**config.mk**
```make
export PLATFORM = sky130hd
export DESIGN_NAME = static_bank_ctrl
export DESIGN_NICKNAME = d
export VERILOG_FILES = /design/src/rtl/smem_pkg.sv /design/src/rtl/smem_datapath.sv /design/src/rtl/smem_control.sv /design/src/rtl/static_bank_ctrl.sv
export SDC_FILE = /design/constraint.sdc
export NUM_CORES = 1
export LEC_CHECK = 0
export BUFFER_PORTS_ARGS = -buffer_cell sky130_fd_sc_hd__buf_2
export CAP_MARGIN = 30
export CELL_PAD_IN_SITES_DETAIL_PLACEMENT = 1
export CELL_PAD_IN_SITES_GLOBAL_PLACEMENT = 1
export CORE_MARGIN = 1.5
export CORE_UTILIZATION = 48
export DETAILED_ROUTE_END_ITERATION = 8
export GPL_TIMING_DRIVEN = 0
export PLACE_DENSITY = 0.84
export SKIP_LAST_GASP = 1
export SYNTH_ARGS = -nofsm -noshare
export SYNTH_HDL_FRONTEND = slang
export SYNTH_SLANG_ARGS = --single-unit
export TNS_END_PERCENT = 5
```
**constraint.sdc**
```tcl
create_clock -name clk -period 7.25 [get_ports clk]
set_input_delay 0.3625 -clock clk [delete_from_list [all_inputs] [get_ports clk]]
set_output_delay 0.3625 -clock clk [all_outputs]
set_load 0.05 [all_outputs]
```
**src/rtl/smem_pkg.sv**
```systemverilog
package smem_pkg;
  localparam int NUM_BANKS = 4;
  localparam int BANK_W    = $clog2(NUM_BANKS);
  localparam int BANK_LSB  = 26;
  localparam int MEM_AW    = 24;
  localparam int BUS_W     = 16;
  localparam int HOST_W    = 32;
  localparam int WAIT_W    = 5;
  localparam int TURN_W    = 4;
  localparam int BEAT_W    = 2;

  typedef enum logic [1:0] {
    MT_RAM   = 2'd0,
    MT_ROM   = 2'd1,
    MT_FLASH = 2'd2,
    MT_BURST = 2'd3
  } memType_e;

  // Packed so that the first member lands in the highest bits.
  typedef struct packed {
    logic              wrProt;
    logic              devWide;
    logic              busWide;
    memType_e          memType;
    logic [TURN_W-1:0] turnGap;
    logic [WAIT_W-1:0] burstNext;
    logic [WAIT_W-1:0] burstFirst;
    logic [WAIT_W-1:0] wrWait;
    logic [WAIT_W-1:0] rdWait;
  } bankCfg_t;

  localparam int CFG_W = $bits(bankCfg_t);

  localparam bankCfg_t CFG_RESET = '{
    wrProt: 1'b0, devWide: 1'b1, busWide: 1'b1, memType: MT_ROM,
    turnGap: '1, burstNext: '1, burstFirst: '1, wrWait: '1, rdWait: '1
  };

  typedef struct packed {
    logic load;      // latch a new request
    logic nextBeat;  // advance to the following beat
    logic capture;   // sample read data of the current beat
    logic busOn;     // a bank is selected this cycle
    logic weOn;      // write enable is low this cycle
  } dpStrobe_t;
endpackage

```
**src/rtl/smem_datapath.sv**
```systemverilog
module smem_datapath
  import smem_pkg::*;
(
  input  logic              clk,
  input  logic              rstN,
  input  logic              cfgWe,
  input  logic [BANK_W-1:0] cfgBank,
  input  logic [31:0]       cfgData,
  input  logic [31:0]       reqAddr,
  input  logic              reqWrite,
  input  logic [1:0]        reqSize,
  input  logic [HOST_W-1:0] reqWdata,
  input  dpStrobe_t         strobe,
  input  logic [BUS_W-1:0]  memDin,
  output bankCfg_t          reqCfg,
  output bankCfg_t          curCfg,
  output logic [BANK_W-1:0] reqBank,
  output logic [BANK_W-1:0] curBank,
  output logic              curWrite,
  output logic              lastBeat,
  output logic [MEM_AW-1:0] memAddr,
  output logic [BUS_W-1:0]  memDout,
  output logic [1:0]        memBeN,
  output logic [HOST_W-1:0] rspRdata
);
  bankCfg_t            cfgRegs [NUM_BANKS];
  logic [MEM_AW-1:0]   addrQ;
  logic [1:0]          sizeQ;
  logic [HOST_W-1:0]   wdataQ;
  logic [HOST_W-1:0]   rdBuf;
  logic [BEAT_W-1:0]   beatQ;
  logic [BEAT_W:0]     nBeats;
  logic [HOST_W-1:0]   wdShift;
  logic [1:0]          lanes;
  logic                laneOn;
  logic                unusedBits;

  assign unusedBits = ^{reqAddr, cfgData};
  assign reqBank    = reqAddr[BANK_LSB +: BANK_W];
  assign reqCfg     = cfgRegs[reqBank];
  assign curCfg     = cfgRegs[curBank];

  always_ff @(posedge clk or negedge rstN) begin
    if (!rstN) begin
      for (int b = 0; b < NUM_BANKS; b++) cfgRegs[b] <= CFG_RESET;
    end else if (cfgWe) begin
      for (int b = 0; b < NUM_BANKS; b++)
        if (cfgBank == BANK_W'(b)) cfgRegs[b] <= bankCfg_t'(cfgData[CFG_W-1:0]);
    end
  end

  always_ff @(posedge clk or negedge rstN) begin
    if (!rstN) begin
      addrQ    <= '0;
      sizeQ    <= '0;
      wdataQ   <= '0;
      curBank  <= '0;
      curWrite <= 1'b0;
      beatQ    <= '0;
      rdBuf    <= '0;
    end else if (strobe.load) begin
      addrQ    <= reqAddr[MEM_AW-1:0];
      sizeQ    <= reqSize;
      wdataQ   <= reqWdata;
      curBank  <= reqBank;
      curWrite <= reqWrite;
      beatQ    <= '0;
      rdBuf    <= '0;
    end else begin
      if (strobe.capture) begin
        if (curCfg.busWide) begin
          if (sizeQ == 2'd0) rdBuf[7:0] <= addrQ[0] ? memDin[15:8] : memDin[7:0];
          else               rdBuf[{beatQ[0], 4'b0} +: 16] <= memDin;
        end else begin
          rdBuf[{beatQ, 3'b0} +: 8] <= memDin[7:0];
        end
      end
      if (strobe.nextBeat) beatQ <= beatQ + 1'b1;
    end
  end

  // Number of bus beats for the latched size on the bank's bus width.
  always_comb begin
    if (curCfg.busWide) nBeats = sizeQ[1] ? 3'd2 : 3'd1;
    else                nBeats = sizeQ[1] ? 3'd4 : (sizeQ[0] ? 3'd2 : 3'd1);
  end
  assign lastBeat = ({1'b0, beatQ} == nBeats - 3'd1);

  assign memAddr = addrQ + (curCfg.busWide ? MEM_AW'({beatQ, 1'b0}) : MEM_AW'(beatQ));

  always_comb begin
    wdShift = wdataQ >> (curCfg.busWide ? {beatQ, 4'b0} : {1'b0, beatQ, 3'b0});
    if (curCfg.busWide) begin
      memDout = (sizeQ == 2'd0) ? {2{wdataQ[7:0]}} : wdShift[15:0];
      lanes   = (sizeQ == 2'd0) ? (addrQ[0] ? 2'b10 : 2'b01) : 2'b11;
    end else begin
      memDout = {8'h00, wdShift[7:0]};
      lanes   = 2'b01;
    end
    laneOn = curCfg.devWide ? strobe.busOn : strobe.weOn;
    memBeN = ~(lanes & {2{laneOn}});
  end

  assign rspRdata = rdBuf;
endmodule

```
**src/rtl/smem_control.sv**
```systemverilog
module smem_control
  import smem_pkg::*;
(
  input  logic              clk,
  input  logic              rstN,
  input  logic              reqValid,
  input  logic              reqWrite,
  input  logic              reqSeq,
  input  logic [BANK_W-1:0] reqBank,
  input  bankCfg_t          reqCfg,
  input  bankCfg_t          curCfg,
  input  logic [BANK_W-1:0] curBank,
  input  logic              curWrite,
  input  logic              lastBeat,
  input  logic              memWaitN,
  output logic              reqReady,
  output logic              rspValid,
  output logic              rspErr,
  output logic [NUM_BANKS-1:0] memCsN,
  output logic              memOeN,
  output logic              memWeN,
  output logic              memDoe,
  output dpStrobe_t         strobe
);
  typedef enum logic [1:0] {ST_IDLE, ST_TURN, ST_SETUP, ST_ACCESS} state_e;

  state_e            state;
  logic [WAIT_W-1:0] cnt;
  logic              lastRead;
  logic [BANK_W-1:0] lastBank;
  logic              accept, protHit, seqHit, accDone, busOn;
  logic [WAIT_W-1:0] firstRd, nextRd;
  logic              unusedCfg;

  assign unusedCfg = ^{curCfg, reqCfg};

  assign accept  = (state == ST_IDLE) && reqValid;
  assign protHit = accept && reqWrite && reqCfg.wrProt;
  assign seqHit  = reqSeq && lastRead && (lastBank == reqBank);
  assign firstRd = (reqCfg.memType == MT_BURST) ?
                   (seqHit ? reqCfg.burstNext : reqCfg.burstFirst) : reqCfg.rdWait;
  assign nextRd  = (curCfg.memType == MT_BURST) ? curCfg.burstNext : curCfg.rdWait;
  assign accDone = (state == ST_ACCESS) && (cnt == '0) && memWaitN;
  assign busOn   = (state == ST_SETUP) || (state == ST_ACCESS);

  always_ff @(posedge clk or negedge rstN) begin
    if (!rstN) begin
      state    <= ST_IDLE;
      cnt      <= '0;
      lastRead <= 1'b0;
      lastBank <= '0;
      rspValid <= 1'b0;
      rspErr   <= 1'b0;
    end else begin
      rspValid <= protHit || (accDone && lastBeat);
      rspErr   <= protHit;
      unique case (state)
        ST_IDLE: if (accept && !protHit) begin
          if (!reqWrite) begin
            state <= ST_ACCESS;
            cnt   <= firstRd;
          end else if (lastRead) begin
            state <= ST_TURN;
            cnt   <= WAIT_W'(reqCfg.turnGap);
          end else begin
            state <= ST_SETUP;
          end
        end
        ST_TURN: begin
          if (cnt == '0) state <= ST_SETUP;
          else           cnt   <= cnt - 1'b1;
        end
        ST_SETUP: begin
          state    <= ST_ACCESS;
          cnt      <= curCfg.wrWait;
          lastRead <= 1'b0;
        end
        ST_ACCESS: begin
          if (memWaitN) begin
            if (cnt != '0) begin
              cnt <= cnt - 1'b1;
            end else begin
              if (!curWrite) begin
                lastRead <= 1'b1;
                lastBank <= curBank;
              end
              if (lastBeat)      state <= ST_IDLE;
              else if (curWrite) state <= ST_SETUP;
              else               cnt   <= nextRd;
            end
          end
        end
        default: state <= ST_IDLE;
      endcase
    end
  end

  always_comb begin
    for (int b = 0; b < NUM_BANKS; b++)
      memCsN[b] = !(busOn && (curBank == BANK_W'(b)));
  end

  assign reqReady = (state == ST_IDLE);
  assign memOeN   = !((state == ST_ACCESS) && !curWrite);
  assign memWeN   = !((state == ST_ACCESS) && curWrite);
  assign memDoe   = busOn && curWrite;

  assign strobe.load     = accept;
  assign strobe.nextBeat = accDone && !lastBeat;
  assign strobe.capture  = accDone && !curWrite;
  assign strobe.busOn    = busOn;
  assign strobe.weOn     = (state == ST_ACCESS) && curWrite;

  assert_cs_onehot_R1: assert property (@(posedge clk) disable iff (!rstN)
    $onehot0(~memCsN));
  assert_oe_we_excl_R3: assert property (@(posedge clk) disable iff (!rstN)
    memOeN || memWeN);
  assert_setup_before_we_R4: assert property (@(posedge clk) disable iff (!rstN)
    $fell(memWeN) |-> ($past(memDoe) && $past(memWeN)));
  assert_wait_hold_R6: assert property (@(posedge clk) disable iff (!rstN)
    (state == ST_ACCESS && !memWaitN) |=> (state == ST_ACCESS && !rspValid));
  assert_turn_gap_R7: assert property (@(posedge clk) disable iff (!rstN)
    (accept && reqWrite && !reqCfg.wrProt && lastRead) |=> (state == ST_TURN));
  assert_prot_no_we_R8: assert property (@(posedge clk) disable iff (!rstN)
    !memWeN |-> !curCfg.wrProt);
  assert_rsp_pulse_R12: assert property (@(posedge clk) disable iff (!rstN)
    rspValid |=> !rspValid);
endmodule

```
**src/rtl/static_bank_ctrl.sv**
```systemverilog
module static_bank_ctrl
  import smem_pkg::*;
(
  input  logic        clk,
  input  logic        rstN,
  input  logic        reqValid,
  output logic        reqReady,
  input  logic [31:0] reqAddr,
  input  logic        reqWrite,
  input  logic [1:0]  reqSize,
  input  logic        reqSeq,
  input  logic [31:0] reqWdata,
  output logic        rspValid,
  output logic        rspErr,
  output logic [31:0] rspRdata,
  input  logic        cfgWe,
  input  logic [1:0]  cfgBank,
  input  logic [31:0] cfgData,
  output logic [3:0]  memCsN,
  output logic [23:0] memAddr,
  output logic        memOeN,
  output logic        memWeN,
  output logic [1:0]  memBeN,
  output logic [15:0] memDout,
  output logic        memDoe,
  input  logic [15:0] memDin,
  input  logic        memWaitN
);
  bankCfg_t          reqCfg, curCfg;
  logic [BANK_W-1:0] reqBank, curBank;
  logic              curWrite, lastBeat;
  dpStrobe_t         strobe;

  smem_datapath dp_i (
    .clk(clk), .rstN(rstN), .cfgWe(cfgWe), .cfgBank(cfgBank), .cfgData(cfgData),
    .reqAddr(reqAddr), .reqWrite(reqWrite), .reqSize(reqSize), .reqWdata(reqWdata),
    .strobe(strobe), .memDin(memDin), .reqCfg(reqCfg), .curCfg(curCfg),
    .reqBank(reqBank), .curBank(curBank), .curWrite(curWrite), .lastBeat(lastBeat),
    .memAddr(memAddr), .memDout(memDout), .memBeN(memBeN), .rspRdata(rspRdata)
  );

  smem_control ctl_i (
    .clk(clk), .rstN(rstN), .reqValid(reqValid), .reqWrite(reqWrite), .reqSeq(reqSeq),
    .reqBank(reqBank), .reqCfg(reqCfg), .curCfg(curCfg), .curBank(curBank),
    .curWrite(curWrite), .lastBeat(lastBeat), .memWaitN(memWaitN),
    .reqReady(reqReady), .rspValid(rspValid), .rspErr(rspErr), .memCsN(memCsN),
    .memOeN(memOeN), .memWeN(memWeN), .memDoe(memDoe), .strobe(strobe)
  );
endmodule

```
**Word-level counts from Yosys, hierarchy flattened**

Index checks and enable logic that the tools add are counted.

- Bits in registers: 223
- Input bits: 123

- $add $sub $neg: 6
- Order comparisons: 2
- Equal/unequal tests: 24
- Shift operators: 5
- Mux-type cells: 53
- Bitwise operators: 6
- Reduce and logical (&&, ||, !) cells: 47

Operators with widths:

| kind | count |
|---|---|
| $bmux 29 s2 | 2 |
| $mux 32 | 3 |
| $bwmux 32 | 2 |
| $mux 29 | 2 |
| $mux 28 | 2 |
| $mux 5 | 11 |
| $mux 16 | 2 |
| $shift 16x7->32 const A | 1 |
| $shift 8x7->32 const A | 1 |
| $shiftx 16x7->32 | 1 |
| $shiftx 8x7->32 | 1 |
| $shr 32x6->16 | 1 |
| $mux 2 | 15 |
| $add 24x24->24 | 1 |
| $mux 24 | 1 |
| $pmux 5 s4 | 1 |
| $logic_and 1x1->1 | 18 |
| $eq 2x2->1 const B | 8 |
| $mux 8 | 2 |
| $neg 5->7 | 2 |
| $reduce_and 2->1 | 5 |
| $logic_not 1->1 | 9 |
| $mux 3 | 3 |
| $ne 3x2->1 const B | 3 |
| other kinds (26) | 46 |

**Longest topological paths before layout**

Gate-level depths: netlist of the first run.

- Depth after elaboration: 11
- Depth in mapped cells: 14

**Modules after synthesis**

Synthesis of the first run repeated with hierarchy kept, for this count alone.

- Cells, all modules: 988
- Area, all modules: 12,529.5 um^2

By module, submodules not included:

| module | instances | cells each | area each (um^2) |
|---|---|---|---|
| smem_datapath | 1 | 868 | 11,441.0 |
| smem_control | 1 | 120 | 1,088.5 |

**Least setup slack after synthesis of the first run**

OpenSTA, ideal clock, no wires.

- Path type: reg2out
- Start point: register dp_i.curBank[1]
- End point: output memAddr[12]
- Data arrival time: 3,737 ps
- Required time: 6,888 ps
- Slack: 3,151 ps
- Cell stages (with the launch flop): 15
- Cells stage by stage: dfrtp_1 -> buf_4 -> mux2i_1 -> mux2_2 -> nand2_1 -> inv_2 -> buf_2 -> buf_2 -> ha_1 -> inv_1 -> fa_1 -> maj3_1 -> and2b_1 -> nand4_1 -> xnor2_1

- Word-level cells in the longest chain between the ends: 6

RTL lines:

| element | RTL line | source |
|---|---|---|
| start, declared | smem_datapath.sv:18 | `output logic [BANK_W-1:0] curBank,` |
| start signal, assigned | smem_datapath.sv:65 | `curBank <= reqBank;` |
| $not 2->3 (not written as such) | smem_datapath.sv:41 | `assign curCfg = cfgRegs[curBank];` |
| $bmux 29 s2 | smem_datapath.sv:41 |  |
| $mux 28 (not written as such) (2 in a row) | smem_datapath.sv:41 |  |
| $mux 3 | smem_datapath.sv:89 | `assign memAddr = addrQ + (curCfg.busWide ? MEM_AW'({beatQ, 1'b0}) : MEM_AW'(beatQ));` |
| $add 24x24->24 | smem_datapath.sv:89 |  |
| end, declared | static_bank_ctrl.sv:20 | `output logic [23:0] memAddr,` |

No other way between the ends. The select of a mux whose other input is x is not followed.

**Final worst setup path of the first run**

Same ends and word-level chain as after synthesis.

==> results.sh, run 1 <==
export IMPL_finalWirelength_um=35800
export IMPL_drc=0
export IMPL_whs_ps=12.5
export IMPL_outcome="finished clean"
export IMPL_hpwlAfterDp_um=25900
export IMPL_r2r_end="ctl_i.cnt[2]"
export IMPL_synth_nets=1194
export IMPL_postPlaceCellArea_sq_um=13000
export IMPL_stdcell_count=1629
export IMPL_period_share=0.697
export IMPL_synthArstFlopShare=1.00
export IMPL_nets=1421
export IMPL_critPathLaunchType="flip-flop"
export IMPL_clockBufferDepth=3
export IMPL_power_density_nw_per_um2=323
export IMPL_final_area_sq_um=13900
export IMPL_tightest_slew_ps=986
export IMPL_drtAntennaViolNets=0
export IMPL_globalplace_congestion=0.890
export IMPL_ys_top_cells_by_area="dfrtp_1, dfstp_2, mux2_2"
export IMPL_hp_class="input pin to flip-flop"
export IMPL_r2r_cells=13
export IMPL_netlist_top_cells_count="nand2_1, mux2_2, dfrtp_1"
export IMPL_area_delta_synth_final_pct=20.5
export IMPL_syn_avg_cell_area_sq_um=10.9
export IMPL_cts_tree="yes"
export IMPL_dpl_cell_count=1579
export IMPL_drive_gt1_frac=0.426
export IMPL_antenna_found_initial=0
export IMPL_first_global_vias=10148
export IMPL_cts_resized=0
export IMPL_rsz0062_at_grt="false"
export IMPL_worst_slack_ps=2200
export IMPL_synthDistinctLibCells=70
export IMPL_port_buffers=196
export IMPL_fin_util=0.592
export IMPL_crit_type="flip-flop to output port"
export IMPL_cts_buffers=26
export IMPL_first_iter_violations=522
export IMPL_worst_slew_margin_rel=0.338
export IMPL_h_tree_depth=1
export IMPL_fin_skew_ps=17.3
export IMPL_endpoint_kind="output port"
export IMPL_dieWidth_um=158
export IMPL_yosysTopAreaCell="dfrtp_1"
export IMPL_worstPathRequired_ps=6890
export IMPL_finalSetupViolCount=0
export IMPL_grt_util_all_layers=0.289
export IMPL_cts_sinks=223
export IMPL_cts_root_buffer="clkbuf_16"
export IMPL_yosysSeqAreaShare=0.494
export IMPL_dr_pass1_iters=5
export IMPL_core_area_sq_um=23500
export IMPL_worst_path_max_fanout=10
export IMPL_regToRegSetupSlack_ps=3700
export IMPL_synth_main_ff_cell="dfrtp_1"
export IMPL_die_h_um=158
export IMPL_vias_per_cell=5.75
export IMPL_syn_area_sq_um=11600
export IMPL_finalPower_mw=4.50
export IMPL_num_rows=56
export IMPL_vias=9373
export IMPL_yosysWarnings=0
export IMPL_post_place_ws_ps=2840
export IMPL_clkTransAtPathRegs_ps=60
export IMPL_grt_pass1_wl_um=55500
export IMPL_tns_ps=0
export IMPL_synth_most_common_cell="nand2_1"
export IMPL_startpoint="dp_i.curBank[1]"
export IMPL_cap_violations=0
export IMPL_period_needed_ps=5050
export IMPL_max_freq_mhz=198
export IMPL_ir_worst_vdd_mv=0.223
export IMPL_endpoint="memAddr[12]"
export IMPL_hold_violations=0
export IMPL_p_leak_nw=6.34
export IMPL_synth_edff_count=0
export IMPL_reg2reg_from="dp_i.curBank[0]"
export IMPL_wire_per_inst_um=22.0
export IMPL_dieArea_sq_um=25000
export IMPL_initial_core_util=0.492
export IMPL_slew_viol_final=0
export IMPL_ys_ff_latch=223
export IMPL_netlist_instances=1062
export IMPL_num_io_pins=207
export IMPL_synth_top_area_frac=0.249
export IMPL_critPathArrivalTime_ps=4690
export IMPL_insertion_delay_ps=550
export IMPL_grt_max_degree=84
export IMPL_grt_ovfl_total=0
[layer usage]
layer / track usage / up-vias / routed length, um
met5: 0 / - / 0
met4: 0.122 / 0 / 1510
met3: 0.0403 / 107 / 1840
met2: 0.498 / 291 / 17800
met1: 0.365 / 4772 / 14700
li1: - / 4203 / -
[cells by family after synthesis]
logic type                 Yosys count  share of synthesized area
adders and majority gates           11                     0.0122
AOI/OAI and AO/OA                  170                     0.0998
xor gates and xnor gates            31                     0.0241
buffers and inverters               77                     0.0294
and+or+nand+nor                    370                      0.139
muxes                              180                      0.202
DFF                                223                      0.494
[sequential cells by signal (all words and copies together) (netlist names), 2 cells and up]
register	cells
ctl_i.lastBank	2
ctl_i.cnt	5
dp_i.sizeQ	2
ctl_i.state	2
dp_i.curBank	2
dp_i.addrQ	24
dp_i.rspRdata	32
dp_i.cfgRegs	116
dp_i.beatQ	2
dp_i.wdataQ	32
[report_power, final]
part	leakage (nW)	switching (mW)	total [mW]	internal, mW
clock	0.451	0.543	1.38	0.832
sequential	2.65	0.155	1.69	1.53
combinational	3.24	0.927	1.44	0.509
[placed cells by master (no fill, tap or decap), drive strengths merged, types with 9 or more instances in the layout]
master    n
nand2   238
buf     224
mux2    136
dfrtp   115
dfstp   108
clkbuf   70
nor2     47
o21ai    42
a21oi    36
mux4     29
nand3    29
a22oi    22
inv      21
xnor2    18
mux2i    15
xor2     13
o21a     10
and3     10
o22ai     9
nor3      9
[worst min-delay path by stage]
stage / end / startpoint / slack (ps) / depth (start not counted)
after floorplan: ctl_i.cnt[0] / rstN / 70 / 0
after global placement: dp_i.wdataQ[19] / dp_i.wdataQ[19] / 460 / 2
after detailed placement: dp_i.rspRdata[16] / rstN / 350 / 1
after CTS: dp_i.addrQ[7] / reqAddr[7] / 8 / 3
after global routing: dp_i.addrQ[17] / reqAddr[17] / 20 / 3
final: dp_i.addrQ[11] / reqAddr[11] / 10 / 3
[worst max-delay path: stages (launching register included)]
cell and delay [ps]:
dfrtp_1 320, buf_4 190, mux2i_1 220, mux2_2 230, nand2_1 240, inv_2 230
buf_2 270, buf_2 270, ha_1 230, inv_1 60, fa_1 400, maj3_1 410
and2b_1 420, nand4_1 160, xnor2_1 170, buf_2 300
[repair_timing]
item	in CTS	in global routing
hold buffers	1	0
setup buffers	0	0
hold endpoints to repair	63	0
[cell type report]
cell class              count  area, sq um
multi-input cells         762         5520
clock inverters             9          110
diodes                      1         2.50
clock buffers              39          800
plain buffers              57          265
inverters                  20         75.1
fillers                  2609         9600
repair buffers            199         1060
flip-flops and latches    223         5720
well taps                 319          399
Power figures use the tool's default switching activity.
==> inputs of run 2 (changes only) <==
--- a/config.mk
+++ b/config.mk
@@ -10,10 +10,10 @@
 export CELL_PAD_IN_SITES_DETAIL_PLACEMENT = 1
 export CELL_PAD_IN_SITES_GLOBAL_PLACEMENT = 1
 export CORE_MARGIN = 1.5
-export CORE_UTILIZATION = 48
+export CORE_UTILIZATION = 44
 export DETAILED_ROUTE_END_ITERATION = 8
 export GPL_TIMING_DRIVEN = 0
-export PLACE_DENSITY = 0.84
+export PLACE_DENSITY = 0.78
 export SKIP_LAST_GASP = 1
 export SYNTH_ARGS = -nofsm -noshare
 export SYNTH_HDL_FRONTEND = slang
==> constraint.sdc (replaced) <==
create_clock -name clk -period 5.3 [get_ports clk]
set_input_delay 0.265 -clock clk [delete_from_list [all_inputs] [get_ports clk]]
set_output_delay 0.265 -clock clk [all_outputs]
set_load 0.05 [all_outputs]
==> run 2 against run 1 <==
  * Sequential share of layout area down 1.9 points
  * Clock skew hardly changed
  * Flip-flop and latch count unchanged
  * Combinational power rose by 39%
  * Sequential power grew 36%
  * Critical endpoint is now memAddr[14]
  * Highest routed layer is now met5
==> results.sh, run 2 (same netlist as run 1, synthesis figures left out) <==
export IMPL_use_met2=0.459
export IMPL_worstPathRequired_ps=5040
export IMPL_r2r_cells=13
export IMPL_num_fill_cells=2857
export IMPL_cts_tree="yes"
export IMPL_power_density_nw_per_um2=422
export IMPL_initial_core_util=0.447
export IMPL_vias_per_cell=5.68
export IMPL_startpoint="dp_i.curBank[1]"
export IMPL_globalplace_congestion=0.867
export IMPL_final_common_cell="nand2_1"
export IMPL_rsz0062_at_grt="false"
export IMPL_area_delta_synth_final_pct=26.4
export IMPL_worst_slew_margin_rel=0.320
export IMPL_hold_violations=0
export IMPL_regToRegSetupSlack_ps=1810
export IMPL_clkTransAtPathRegs_ps=60
export IMPL_switchingPower_mw=2.23
export IMPL_clockPowerShare=0.303
export IMPL_slew_viol_final=0
export IMPL_ir_worst_vdd_mv=0.357
export IMPL_vias=9731
export IMPL_port_buffers=196
export IMPL_endpoint_kind="output port"
export IMPL_core_area_sq_um=25900
export IMPL_dieArea_sq_um=27300
export IMPL_final_area_sq_um=14600
export IMPL_endpoint="memAddr[14]"
export IMPL_hpwlAfterDp_um=25400
export IMPL_crit_type="flip-flop to output port"
export IMPL_dr_pass1_iters=5
export IMPL_worst_path_max_fanout=10
export IMPL_p_leak_nw=6.62
export IMPL_finalWirelength_um=36700
export IMPL_cts_root_buffer="clkbuf_16"
export IMPL_insertion_delay_ps=540
export IMPL_postPlaceCellArea_sq_um=13000
export IMPL_die_h_um=165
export IMPL_critPathArrivalTime_ps=4690
export IMPL_met1_usage=0.343
export IMPL_finalSetupViolCount=0
export IMPL_drc=0
export IMPL_clockBufferDepth=3
export IMPL_multi_input_area_sq_um=5520
export IMPL_grt_pass1_wl_um=57400
export IMPL_grt_ovfl_total=0
export IMPL_nets=1488
export IMPL_tightest_slew_ps=1010
export IMPL_power_frac_comb=0.324
export IMPL_h_tree_depth=1
export IMPL_final_cell_mix="nand2_1, buf_2, mux2_2, dfrtp_1, dfstp_2"
export IMPL_num_io_pins=207
export IMPL_regMostFlops="dp_i.cfgRegs"
export IMPL_max_freq_mhz=202
export IMPL_drive_gt1_frac=0.406
export IMPL_power_internal_mw=3.95
export IMPL_first_iter_violations=598
export IMPL_seqPwrFrac=0.373
export IMPL_stdcell_count=1712
export IMPL_dieWidth_um=165
export IMPL_cts_sinks=223
export IMPL_tns_ps=0
export IMPL_num_rows=59
export IMPL_hp_class="input pin to flip-flop"
export IMPL_outcome="finished clean"
export IMPL_reg2reg_from="dp_i.curBank[0]"
export IMPL_largest_register_ffs=116
export IMPL_grt_util_all_layers=0.273
export IMPL_period_share=0.934
export IMPL_dpl_cell_count=1595
export IMPL_wire_per_inst_um=21.4
export IMPL_drtAntennaViolNets=0
export IMPL_gr_max_usage_layer="met2"
export IMPL_use_met3=0.0485
export IMPL_period_needed_ps=4950
export IMPL_cts_buffers=26
export IMPL_fin_skew_ps=17.2
export IMPL_cap_violations=0
export IMPL_p_sw_frac=0.360
export IMPL_grt_max_degree=103
export IMPL_layout_area_seq_sq_um=5720
export IMPL_first_global_vias=10478
export IMPL_r2r_end="ctl_i.cnt[2]"
export IMPL_critPathLaunchType="flip-flop"
export IMPL_antenna_found_initial=2
run 2: critical path, cell delays in order (launching register included):
cell,delay [ps]
dfrtp_1,330
buf_4,190
mux2i_1,190
mux2_2,230
nand2_1,220
inv_2,220
buf_2,280
buf_2,280
ha_1,220
inv_1,60
fa_1,410
maj3_1,430
and2b_1,400
nand3_1,160
xnor2_1,210
buf_2,300
run 2: layout make-up:
type                       count  share of cell area
clock inverter                10             0.00633
inverter                      20             0.00513
multi-input combinational    762               0.377
antenna                        1            0.000171
tap                          335              0.0286
clock buffer                  38              0.0559
sequential                   223               0.391
buffer                        57              0.0181
timing repair buffer         266               0.118
run 2: power groups by stage:
stage          Clock (mW)  Combinational (mW)  Sequential, mW
6_report             1.87                2.00            2.30
5_1_grt              1.97                2.16            2.34
4_1_cts              1.91                1.99            2.30
3_5_place_dp            0                1.94            2.32
3_3_place_gp            0                1.89            2.30
2_1_floorplan           0                1.18            2.51
run 2: worst min path at each step:
| stage | startpoint | endpoint | slack, ps | depth (start not counted) |
|---|---|---|---|---|
| after floorplan | rstN | ctl_i.cnt[0] | -30 | 0 |
| after global placement | dp_i.wdataQ[18] | dp_i.wdataQ[18] | 450 | 2 |
| after detailed placement | rstN | dp_i.rspRdata[23] | 230 | 1 |
| after CTS | cfgData[0] | dp_i.cfgRegs[29] | 0.2 | 2 |
| after global routing | cfgData[17] | dp_i.cfgRegs[104] | 8 | 2 |
| final | cfgData[28] | dp_i.cfgRegs[28] | 10 | 2 |
run 2: repair_timing:
| item | CTS | global route |
|---|---|---|
| setup endpoints to repair | 0 | 0 |
| resized for setup | 0 | 0 |
| buffers inserted | 0 | 0 |
| endpoints found under the hold margin | 100 | 0 |
| hold buffers | 68 | 0 |
run 2: routing by layer:
layer  up-vias  part of all wire
met4         2             0.047
li1       4348                 -
met3       122             0.053
met2       312              0.49
met5         -           0.00035
met1      4947              0.41
run 2: stage by stage:
| step | hold slack, ps | total power, mW | utilization | setup WS [ps] |
|---|---|---|---|---|
| floorplan | -30.6 | 3.69 | - | 1300 |
| global placement | 455 | 4.19 | 0.501 | 65.0 |
| detailed placement | 232 | 4.26 | 0.503 | 1040 |
| CTS | 0.207 | 6.20 | 0.565 | 440 |
| global route | 8.27 | 6.46 | 0.565 | 15.0 |
| finish | 12.1 | 6.17 | 0.565 | 350 |
